--- src/rtl/pcb_pkg.sv ---
package pcb_pkg;

  localparam int ADDR_W = 12;

  localparam logic [ADDR_W-1:0] OFF_CNT_BASE  = 12'hE00;
  localparam logic [ADDR_W-1:0] OFF_ECTL      = 12'hE70;
  localparam logic [ADDR_W-1:0] OFF_TYPE_BASE = 12'hE74;
  localparam logic [ADDR_W-1:0] OFF_RUN       = 12'hEA0;
  localparam logic [ADDR_W-1:0] OFF_MASK      = 12'h528;
  localparam logic [ADDR_W-1:0] OFF_STAT      = 12'h52C;
  localparam logic [ADDR_W-1:0] OFF_CLR       = 12'h530;

  typedef enum logic [2:0] {
    RK_NONE,
    RK_CNT,
    RK_TYPE,
    RK_ECTL,
    RK_RUN,
    RK_MASK,
    RK_STAT,
    RK_CLR
  } reg_kind_e;

endpackage

--- src/rtl/pcb_reg_decode.sv ---
module pcb_reg_decode
  import pcb_pkg::*;
#(
  parameter int NUM_CNT = 8,
  localparam int IDX_W = (NUM_CNT > 1) ? $clog2(NUM_CNT) : 1
) (
  input  logic [ADDR_W-1:0] addr,
  output reg_kind_e         kind,
  output logic [IDX_W-1:0]  idx
);

  localparam logic [ADDR_W-1:0] CNT_SPAN = ADDR_W'(8 * NUM_CNT);
  localparam logic [ADDR_W-1:0] TYP_SPAN = ADDR_W'(4 * NUM_CNT);

  logic [ADDR_W-1:0] cnt_off;
  logic [ADDR_W-1:0] typ_off;

  always_comb begin
    cnt_off = addr - OFF_CNT_BASE;
    typ_off = addr - OFF_TYPE_BASE;
    kind    = RK_NONE;
    idx     = '0;
    if ((cnt_off < CNT_SPAN) && (cnt_off[2:0] == 3'b000)) begin
      kind = RK_CNT;
      idx  = cnt_off[IDX_W+2:3];
    end else if ((typ_off < TYP_SPAN) && (typ_off[1:0] == 2'b00)) begin
      kind = RK_TYPE;
      idx  = typ_off[IDX_W+1:2];
    end else if (addr == OFF_ECTL) begin
      kind = RK_ECTL;
    end else if (addr == OFF_RUN) begin
      kind = RK_RUN;
    end else if (addr == OFF_MASK) begin
      kind = RK_MASK;
    end else if (addr == OFF_STAT) begin
      kind = RK_STAT;
    end else if (addr == OFF_CLR) begin
      kind = RK_CLR;
    end
  end

endmodule

--- src/rtl/pcb_counter.sv ---
module pcb_counter #(
  parameter int CNT_W   = 48,
  parameter int EVT_W   = 8,
  parameter int NUM_EVT = 144
) (
  input  logic               clk,
  input  logic               rst_n,
  input  logic               glb_en,
  input  logic               cnt_en,
  input  logic [EVT_W-1:0]   evt_code,
  input  logic [NUM_EVT-2:0] evt_in,
  input  logic               wr_en,
  input  logic [CNT_W-1:0]   wr_data,
  output logic [CNT_W-1:0]   cnt_q,
  output logic               inc,
  output logic               wrap
);

  localparam int SEL_N = 2 ** EVT_W;

  logic [SEL_N-1:0] evt_all;
  logic             evt_sel;
  logic [CNT_W-1:0] cnt_d;
  logic             cnt_ld;

  // Code 0 is the free-running cycle event; codes past NUM_EVT-1 select zero.
  always_comb begin
    evt_all              = '0;
    evt_all[0]           = 1'b1;
    evt_all[NUM_EVT-1:1] = evt_in;
    evt_sel              = evt_all[evt_code];
  end

  always_comb begin
    inc    = glb_en & cnt_en & evt_sel;
    wrap   = inc & ~wr_en & (&cnt_q);
    cnt_ld = wr_en | inc;
    cnt_d  = cnt_q;
    if (wr_en) begin
      cnt_d = wr_data;
    end else if (inc) begin
      cnt_d = cnt_q + 1'b1;
    end
  end

  always_ff @(posedge clk or negedge rst_n) begin
    if (!rst_n) begin
      cnt_q <= '0;
    end else if (cnt_ld) begin
      cnt_q <= cnt_d;
    end
  end

endmodule

--- src/rtl/pcb_irq.sv ---
module pcb_irq #(
  parameter int NUM_CNT = 8
) (
  input  logic               clk,
  input  logic               rst_n,
  input  logic               mask_we,
  input  logic [NUM_CNT-1:0] mask_bits,
  input  logic               clr_we,
  input  logic [NUM_CNT-1:0] clr_bits,
  input  logic [NUM_CNT-1:0] wrap,
  output logic [NUM_CNT-1:0] mask_q,
  output logic [NUM_CNT-1:0] sts_q,
  output logic               irq
);

  logic [NUM_CNT-1:0] clr_sel;
  logic [NUM_CNT-1:0] sts_d;
  logic               sts_ld;

  always_comb begin
    clr_sel = clr_we ? clr_bits : '0;
    sts_d   = (sts_q & ~clr_sel) | wrap;
    sts_ld  = clr_we | (|wrap);
  end

  always_ff @(posedge clk or negedge rst_n) begin
    if (!rst_n) begin
      mask_q <= '1;
    end else if (mask_we) begin
      mask_q <= mask_bits;
    end
  end

  always_ff @(posedge clk or negedge rst_n) begin
    if (!rst_n) begin
      sts_q <= '0;
    end else if (sts_ld) begin
      sts_q <= sts_d;
    end
  end

  assign irq = |(sts_q & ~mask_q);

endmodule

--- src/rtl/perf_counter_bank.sv ---
module perf_counter_bank
  import pcb_pkg::*;
#(
  parameter int NUM_CNT = 8,
  parameter int CNT_W   = 48,
  parameter int EVT_W   = 8,
  parameter int NUM_EVT = 144,
  parameter int DATA_W  = 64
) (
  input  logic               clk,
  input  logic               rst_n,
  input  logic               bus_wr,
  input  logic               bus_rd,
  input  logic [ADDR_W-1:0]  bus_addr,
  input  logic [DATA_W-1:0]  bus_wdata,
  output logic [DATA_W-1:0]  bus_rdata,
  output logic               bus_rvalid,
  input  logic [NUM_EVT-2:0] evt_in,
  output logic               irq
);

  localparam int IDX_W = (NUM_CNT > 1) ? $clog2(NUM_CNT) : 1;

  reg_kind_e          kind;
  logic [IDX_W-1:0]   idx;

  logic [EVT_W-1:0]   evt_type_q [NUM_CNT];
  logic [CNT_W-1:0]   cnt_q      [NUM_CNT];
  logic [NUM_CNT-1:0] ectl_q;
  logic               glb_en_q;

  logic [NUM_CNT-1:0]       cnt_wr;
  logic [NUM_CNT-1:0]       type_we;
  logic [NUM_CNT-1:0]       cnt_inc;
  logic [NUM_CNT-1:0]       cnt_wrap;
  logic [NUM_CNT*CNT_W-1:0] cnt_flat;
  logic                     ectl_we;
  logic                     run_we;
  logic                     mask_we;
  logic                     clr_we;

  logic [NUM_CNT-1:0] mask_q;
  logic [NUM_CNT-1:0] sts_q;

  logic [DATA_W-1:0]  rdata_d;
  logic [DATA_W-1:0]  rdata_q;
  logic               rvalid_q;
  logic               unused_wdata;

  assign unused_wdata = ^bus_wdata;

  pcb_reg_decode #(.NUM_CNT(NUM_CNT)) u_dec (
    .addr (bus_addr),
    .kind (kind),
    .idx  (idx)
  );

  always_comb begin
    ectl_we = bus_wr && (kind == RK_ECTL);
    run_we  = bus_wr && (kind == RK_RUN);
    mask_we = bus_wr && (kind == RK_MASK);
    clr_we  = bus_wr && (kind == RK_CLR);
  end

  always_ff @(posedge clk or negedge rst_n) begin
    if (!rst_n) begin
      ectl_q <= '0;
    end else if (ectl_we) begin
      ectl_q <= bus_wdata[NUM_CNT-1:0];
    end
  end

  always_ff @(posedge clk or negedge rst_n) begin
    if (!rst_n) begin
      glb_en_q <= 1'b0;
    end else if (run_we) begin
      glb_en_q <= bus_wdata[0];
    end
  end

  for (genvar i = 0; i < NUM_CNT; i++) begin : g_cnt
    assign cnt_wr[i]  = bus_wr && (kind == RK_CNT)  && (idx == IDX_W'(i));
    assign type_we[i] = bus_wr && (kind == RK_TYPE) && (idx == IDX_W'(i));

    always_ff @(posedge clk or negedge rst_n) begin
      if (!rst_n) begin
        evt_type_q[i] <= '0;
      end else if (type_we[i]) begin
        evt_type_q[i] <= bus_wdata[EVT_W-1:0];
      end
    end

    pcb_counter #(
      .CNT_W   (CNT_W),
      .EVT_W   (EVT_W),
      .NUM_EVT (NUM_EVT)
    ) u_cnt (
      .clk      (clk),
      .rst_n    (rst_n),
      .glb_en   (glb_en_q),
      .cnt_en   (ectl_q[i]),
      .evt_code (evt_type_q[i]),
      .evt_in   (evt_in),
      .wr_en    (cnt_wr[i]),
      .wr_data  (bus_wdata[CNT_W-1:0]),
      .cnt_q    (cnt_q[i]),
      .inc      (cnt_inc[i]),
      .wrap     (cnt_wrap[i])
    );

    assign cnt_flat[i*CNT_W +: CNT_W] = cnt_q[i];
  end

  pcb_irq #(.NUM_CNT(NUM_CNT)) u_irq (
    .clk       (clk),
    .rst_n     (rst_n),
    .mask_we   (mask_we),
    .mask_bits (bus_wdata[NUM_CNT-1:0]),
    .clr_we    (clr_we),
    .clr_bits  (bus_wdata[NUM_CNT-1:0]),
    .wrap      (cnt_wrap),
    .mask_q    (mask_q),
    .sts_q     (sts_q),
    .irq       (irq)
  );

  always_comb begin
    rdata_d = '0;
    case (kind)
      RK_CNT:  rdata_d = DATA_W'(cnt_q[idx]);
      RK_TYPE: rdata_d = DATA_W'(evt_type_q[idx]);
      RK_ECTL: rdata_d = DATA_W'(ectl_q);
      RK_RUN:  rdata_d = DATA_W'(glb_en_q);
      RK_MASK: rdata_d = DATA_W'(mask_q);
      RK_STAT: rdata_d = DATA_W'(sts_q);
      default: rdata_d = '0;
    endcase
  end

  always_ff @(posedge clk or negedge rst_n) begin
    if (!rst_n) begin
      rvalid_q <= 1'b0;
    end else begin
      rvalid_q <= bus_rd;
    end
  end

  always_ff @(posedge clk or negedge rst_n) begin
    if (!rst_n) begin
      rdata_q <= '0;
    end else if (bus_rd) begin
      rdata_q <= rdata_d;
    end
  end

  assign bus_rdata  = rdata_q;
  assign bus_rvalid = rvalid_q;

endmodule

--- config.mk ---
export PLATFORM = sky130hd
export DESIGN_NAME = perf_counter_bank
export DESIGN_NICKNAME = d
export VERILOG_FILES = /design/src/rtl/pcb_pkg.sv /design/src/rtl/pcb_reg_decode.sv /design/src/rtl/pcb_counter.sv /design/src/rtl/pcb_irq.sv /design/src/rtl/perf_counter_bank.sv
export SDC_FILE = /design/constraint.sdc
export NUM_CORES = 2
export LEC_CHECK = 0
export CAP_MARGIN = 25
export CORE_UTILIZATION = 35
export DETAILED_ROUTE_END_ITERATION = 8
export HOLD_SLACK_MARGIN = 0.15
export PLACE_DENSITY = 0.59
export SKIP_LAST_GASP = 1
export SLEW_MARGIN = 20
export SYNTH_ARGS = -nofsm -noshare
export SYNTH_HDL_FRONTEND = slang
export SYNTH_SLANG_ARGS = --single-unit
--- constraint.sdc ---
create_clock -name clk -period 5.35 [get_ports clk]
set_clock_uncertainty 0.15 [all_clocks]
set_input_delay 0.8025 -clock clk [delete_from_list [all_inputs] [get_ports clk]]
set_output_delay 0.8025 -clock clk [all_outputs]
set_load 0.01 [all_outputs]
Yosys cells after proc, flatten, opt, wreduce, memory -nomap -nowiden

Cells that the tools add are included.

Add/sub/neg operators: 10
Magnitude comparators: 11
Eq/ne operators: 19
Muxes and demuxes: 49
Bitwise gates (word level): 55
Reduce and logical (&&, ||, !) cells: 53

Operators by type and width:

| cell                                                | number |
|---|---|
| 2-to-1 mux 48 bit                                   | 18 |
| adder 48 x 1 -> 48 bit, second input constant       | 8 |
| AND reduction 48 bit                                | 8 |
| one-hot mux 48 bit (6 select lines)                 | 1 |
| binary-select mux 48 bit (select 3 bit)             | 1 |
| < comparator 8 x 9 -> 1 bit, second input constant  | 8 |
| binary-select mux 1 bit (select 8 bit)              | 8 |
| == test 12 x 11 -> 1 bit, second input constant     | 3 |
| bitwise AND 1 bit                                   | 32 |
| 2-to-1 mux 3 bit                                    | 9 |
| binary-select mux 8 bit (select 3 bit)              | 1 |
| == test 12 bit, second input constant               | 2 |
| == test 3 bit, second input constant                | 8 |
| logical AND 1 bit                                   | 24 |
| 2-to-1 mux 8 bit                                    | 3 |
| subtractor 12 bit, second input constant            | 2 |
| bitwise AND 8 bit                                   | 2 |
| NOT 8 bit                                           | 2 |
| AND reduction 2 bit                                 | 8 |
| nonzero test 2 bit                                  | 8 |
| OR reduction 8 bit                                  | 2 |
| == test 3 x 2 -> 1 bit, second input constant       | 4 |
| < comparator 12 x 6 -> 1 bit, second input constant | 1 |
| < comparator 12 x 7 -> 1 bit, second input constant | 1 |
| other kinds (9)                                     | 33 |

Flip-flop bits (word level): 538
Input bits: 223
Output and inout port bits: 66
Word-level logic and storage cells: 219

Longest topological paths before layout

Depth after elaboration: 16
Mapped depth: 15
Depth with buffers taken out: 11

Hierarchy

A second synthesis with hierarchy kept.

Cell total of the unflattened synthesis: 4,738
Area total of the unflattened synthesis: 45,735.1 um^2

By module, submodules not included:

| module                           | instances | cells an instance | area each (um^2) | seq. area each (um^2) |
|---|---|---|---|---|
| pcb_counter (g_cnt[0].u_cnt ...) | 7         | 505               | 4,543.1          | 1,201.2 |
| perf_counter_bank                | 1         | 607               | 8,360.5          | 3,052.9 |
| pcb_counter (g_cnt[2].u_cnt)     | 1         | 491               | 4,553.1          | 1,201.2 |
| pcb_irq                          | 1         | 55                | 663.1            | 410.4 |
| pcb_reg_decode                   | 1         | 50                | 356.6            | 0.0 |

Least setup slack after synthesis

Ideal clock, no wire load.

Kind: input-to-reg
From: input port bus_addr[3]
To: register evt_type_q[48] in the netlist's numbering
Setup time: 0.125 ns
Arrival time: 3.752 ns
Required time: 5.075 ns
Setup slack: 1.324 ns
Stages: 11
Path buffers: 2
Cell sequence: clkbuf_1 inv_1 ha_1 and4b_1 o31ai_1 xnor2_1 o41ai_2 buf_2 nand2_1 nor2_1 mux2_2

Cells in the longest elaborated chain, start to end: 11
Elaborated cells between the ends (all ways): 24
Classes of those cells: 2 x add/sub; 2 x order compare; 7 x eq/ne; 9 x mux; 4 x reduce/logical

Ends and longest elaborated chain:

| item                                                       | RTL line                | source |
|---|---|---|
| from (decl)                                                | perf_counter_bank.sv:14 | `input logic [ADDR_W-1:0] bus_addr,` |
| branches (longest 10 deep; another with subtractor 12 bit) | n/a                     |  |
| logical AND 1 bit (*)                                      | perf_counter_bank.sv:83 | `assign type_we[i] = bus_wr && (kind == RK_TYPE) && (idx == IDX_W'(i));` |
| to (signal, indexed assignment)                            | perf_counter_bank.sv:89 | `evt_type_q[i] <= bus_wdata[EVT_W-1:0];` |
| to (decl)                                                  | perf_counter_bank.sv:27 | `logic [EVT_W-1:0] evt_type_q [NUM_CNT];` |

Mark *: on every way between the ends.
A chain may end at the register's enable or synchronous reset.

Final worst setup path

From: register evt_type_q[3] in the netlist's numbering
To: register g_cnt[7].u_cnt.cnt_q[33]

Cells in the longest elaborated chain, start to end: 5
Elaborated cells between the ends (all ways): 6
Classes of those cells: 2 x mux; 2 x bitwise; 2 x reduce/logical

Ends and longest elaborated chain:

| item                                                     | RTL line          | source |
|---|---|---|
| binary-select mux 1 bit (select 8 bit) (*)               | pcb_counter.sv:31 | `evt_sel = evt_all[evt_code];` |
| 2-to-1 mux 1 bit (not written as such) (*)               | pcb_counter.sv:31 |  |
| bitwise AND 1 bit (*)                                    | pcb_counter.sv:35 | `inc = glb_en & cnt_en & evt_sel;` |
| nonzero test 2 bit (no line) or OR 1 bit (tied branches) | n/a               |  |
| AND reduction 2 bit (no line) (*)                        | n/a               |  |
| to (signal assigned)                                     | pcb_counter.sv:50 | `cnt_q <= cnt_d;` |
| to (decl)                                                | pcb_counter.sv:14 | `output logic [CNT_W-1:0] cnt_q,` |

Every way passes the cells marked *; elsewhere a longest branch is shown, timed or not. The select of a mux whose other input is x is not followed.

==> metrics.txt <==
DRC 0; worst flop-to-flop path startpoint evt_type_q[3]; post-synth cell types 99; Via-to-Cell Ratio 6.245; Crit Path Max Fanout 12; Req. time, crit path 5710 ps; H-tree depth 2; Max Clk Rate 204.9 MHz; global-route wire length before repair 251.2 mm; clk buf depth 3; Hold Path Sink bus_rdata[15]; CTS root buf clkbuf_16; # rows 125; fin cells 6,024; dpl ws 405.9 ps; PortBufs 256; CTS sink count 522; initial antenna violation count 18; synth top area cells dfrtp_1 (31%), mux4_2 (17%), mux2i_1 (5.8%); first drt pass iteration count 6; remaining antenna violation count 0; Peak supply drop 0.2603 mV; Synth Flop Type dfrtp_1; Setup CP Type flop to flop; Overflow after GRT 0; routed len/inst 28.35 microns; minimum clock period 4880 ps; Slew @ Worst Pin 1110 ps; die footprint 0.1196 sq mm; Core Region 0.1167 sq mm; max-slew violations 0; max_slew headroom 0.2602; final setup fails 0; all-layer global routing usage 0.2792; Worst Hold Depth 1; Initial Util 0.3545; reg-to-reg slack, setup 470 ps; maximum number of pins on one net before global-route repair 107; post-route setup slack 470.1 ps; multi-input logic area 0.02645 sq mm; unrepaired setup endpoints after global routing false; Final Hold Vio Count 0; Setup Fix Bufs, Post-CTS 0; vias in the first global route 36,100; nature of the critical path endpoint flop; Arrival @ worst endpoint 5240 ps; Finished Cell Area 0.04825 sq mm; top cells by count, synth dfrtp_1 (514), nor2_1 (501), a21oi_1 (401); First DRT Iteration DRCs 4,467; clock latency on the worst-skew pair 660 ps; startpoint types flop; CTS tree yes; Mapped Area 0.04136 sq mm; final core occ 0.4135; via count 37,620; r2r endpoint g_cnt[7].u_cnt.cnt_q[33]; MaxCap Viol Count 0; cts bufs inserted 60; EDFF count, synth 0; final wirelength 170.8 mm; Reg area 0.01308 sq mm; crit share post-route 0.9121; Yosys top cell by area dfrtp_1; hpwl dp 125.6 mm; DP Cell Count 5,911; Synth Warn # 0; Hold Slack 333.5 ps; fillers 11,370; Die Y 345.8 microns; Yosys top cell area share 0.3109; Worst-path clk slew 60 ps; Synth Instances 4,281; setup TNS 0 ps; Yosys reg bits 522; die extent in x 345.8 microns; Layout area overhead 16.64%; Total Power 9.207 mW; status completed; Nets 4,688; Leak 18.64 nW; sequential share of the synthesized area 0.3160; Avg Inst Size Synth 9.662 sq um; share of layout cells above drive strength 1 0.1790; I/O pin count 289; worst hold path type flop to flop; worst r2r path cells 10; count leader, synth dfrtp_1; Post-synth ARST share 1.000; Hold Startpoint bus_rdata[15]; Post-DP Area 0.04627 sq mm; pwr dens 190.8 mW/mm^2; gpl congestion 1.000
where the power goes:
part / switching (mW) / internal, mW
Sequential: 0.0488 / 3.98
Combinational: 0.586 / 0.426
Clock: 1.78 / 2.39
Total: 2.41 / 6.80
routing by layer:
layer / up-vias / share of wire / track usage
met1: 18960 / 0.41 / 0.3800
li1: 16150 / - / -
met4: 28 / 0.037 / 0.09442
met3: 372 / 0.11 / 0.06567
met2: 2120 / 0.45 / 0.4342
met5: - / 0.0010 / 0
worst max-delay path by stage:
stage | slack [ps] | startpoint | cells past startpoint | endpoint
after global routing | 450 | evt_type_q[3] | 10 | g_cnt[7].u_cnt.cnt_q[35]
after detailed placement | 410 | evt_in[100] | 12 | g_cnt[7].u_cnt.cnt_q[33]
after CTS | 650 | evt_type_q[3] | 10 | g_cnt[7].u_cnt.cnt_q[33]
final | 470 | evt_type_q[3] | 10 | g_cnt[7].u_cnt.cnt_q[33]
after global placement | 370 | evt_in[99] | 11 | g_cnt[2].u_cnt.cnt_q[18]
after floorplan | 1320 | bus_addr[3] | 11 | evt_type_q[48]
worst max-delay path, cell delays in order, from the launching register on:
cell and delay, ps:
dfrtp_1 890, clkinv_1 800, mux2_2 570, o22ai_1 190, o32ai_1 230, buf_4 260
a2111oi_2 790, buf_4 390, and4_1 240, xnor2_1 120, a21oi_1 80
logic make-up (layout without fill, tap and decap cells):
family,after synthesis,in the layout,synth area share
and+or+nand+nor,1523,1523,0.1837
AOI/OAI and AO/OA,732,732,0.1107
muxes,657,657,0.2571
DFF,522,522,0.3160
buffers and inverters,460,661,0.04961
xor gates and xnor gates,374,374,0.07919
adders and majority gates,12,12,0.003630
other,1,19,0.00009066
cells in the final DEF, fill, tap and decap left out, types with 13 or more instances in the layout:
master             n
a211oi_1          16
a21oi_1          399
a22oi_1           67
a311oi_1          13
a31oi_1           15
and2_1            45
and3_1           107
and4_1            36
buf_12            29
buf_4            179
clkbuf_1          20
clkbuf_16         61
clkdlybuf4s50_1  253
conb_1            16
dfrtp_1          505
inv_1             82
mux2_2           103
mux2i_1          240
mux4_2           314
nand2_1          271
nand2b_1          19
nand3_1          161
nand4_1          120
nor2_1           500
nor2b_1           32
nor3_1            89
nor4_1            31
o21ai_0           55
o22ai_1           13
o2bb2ai_1         40
xnor2_1          207
xor2_1           167
registers in the layout (all words and copies together), names as in the netlist:
name               flops
ectl_q                 8
bus_rvalid             1
g_cnt.u_cnt.cnt_q    384
u_irq.mask_q           8
evt_type_q            64
glb_en_q               1
u_irq.sts_q            8
bus_rdata             48
final cells by class:
cell class | count | share of cell area
multi-input cells | 3314 | 0.5483
flip-flops and latches | 522 | 0.2712
repair buffers | 470 | 0.09445
well taps | 1524 | 0.03952
clock buffers | 93 | 0.03662
inverters | 85 | 0.006613
clock inverters | 13 | 0.003190
diodes | 3 | 0.0001556
what timing repair did:
action	in CTS	in global routing
endpoints found under the hold margin	37	0
resized for setup	0	0
hold buffers	1	0
endpoints found under the setup margin	0	0
Note: power is estimated with default switching activity, not from simulation.
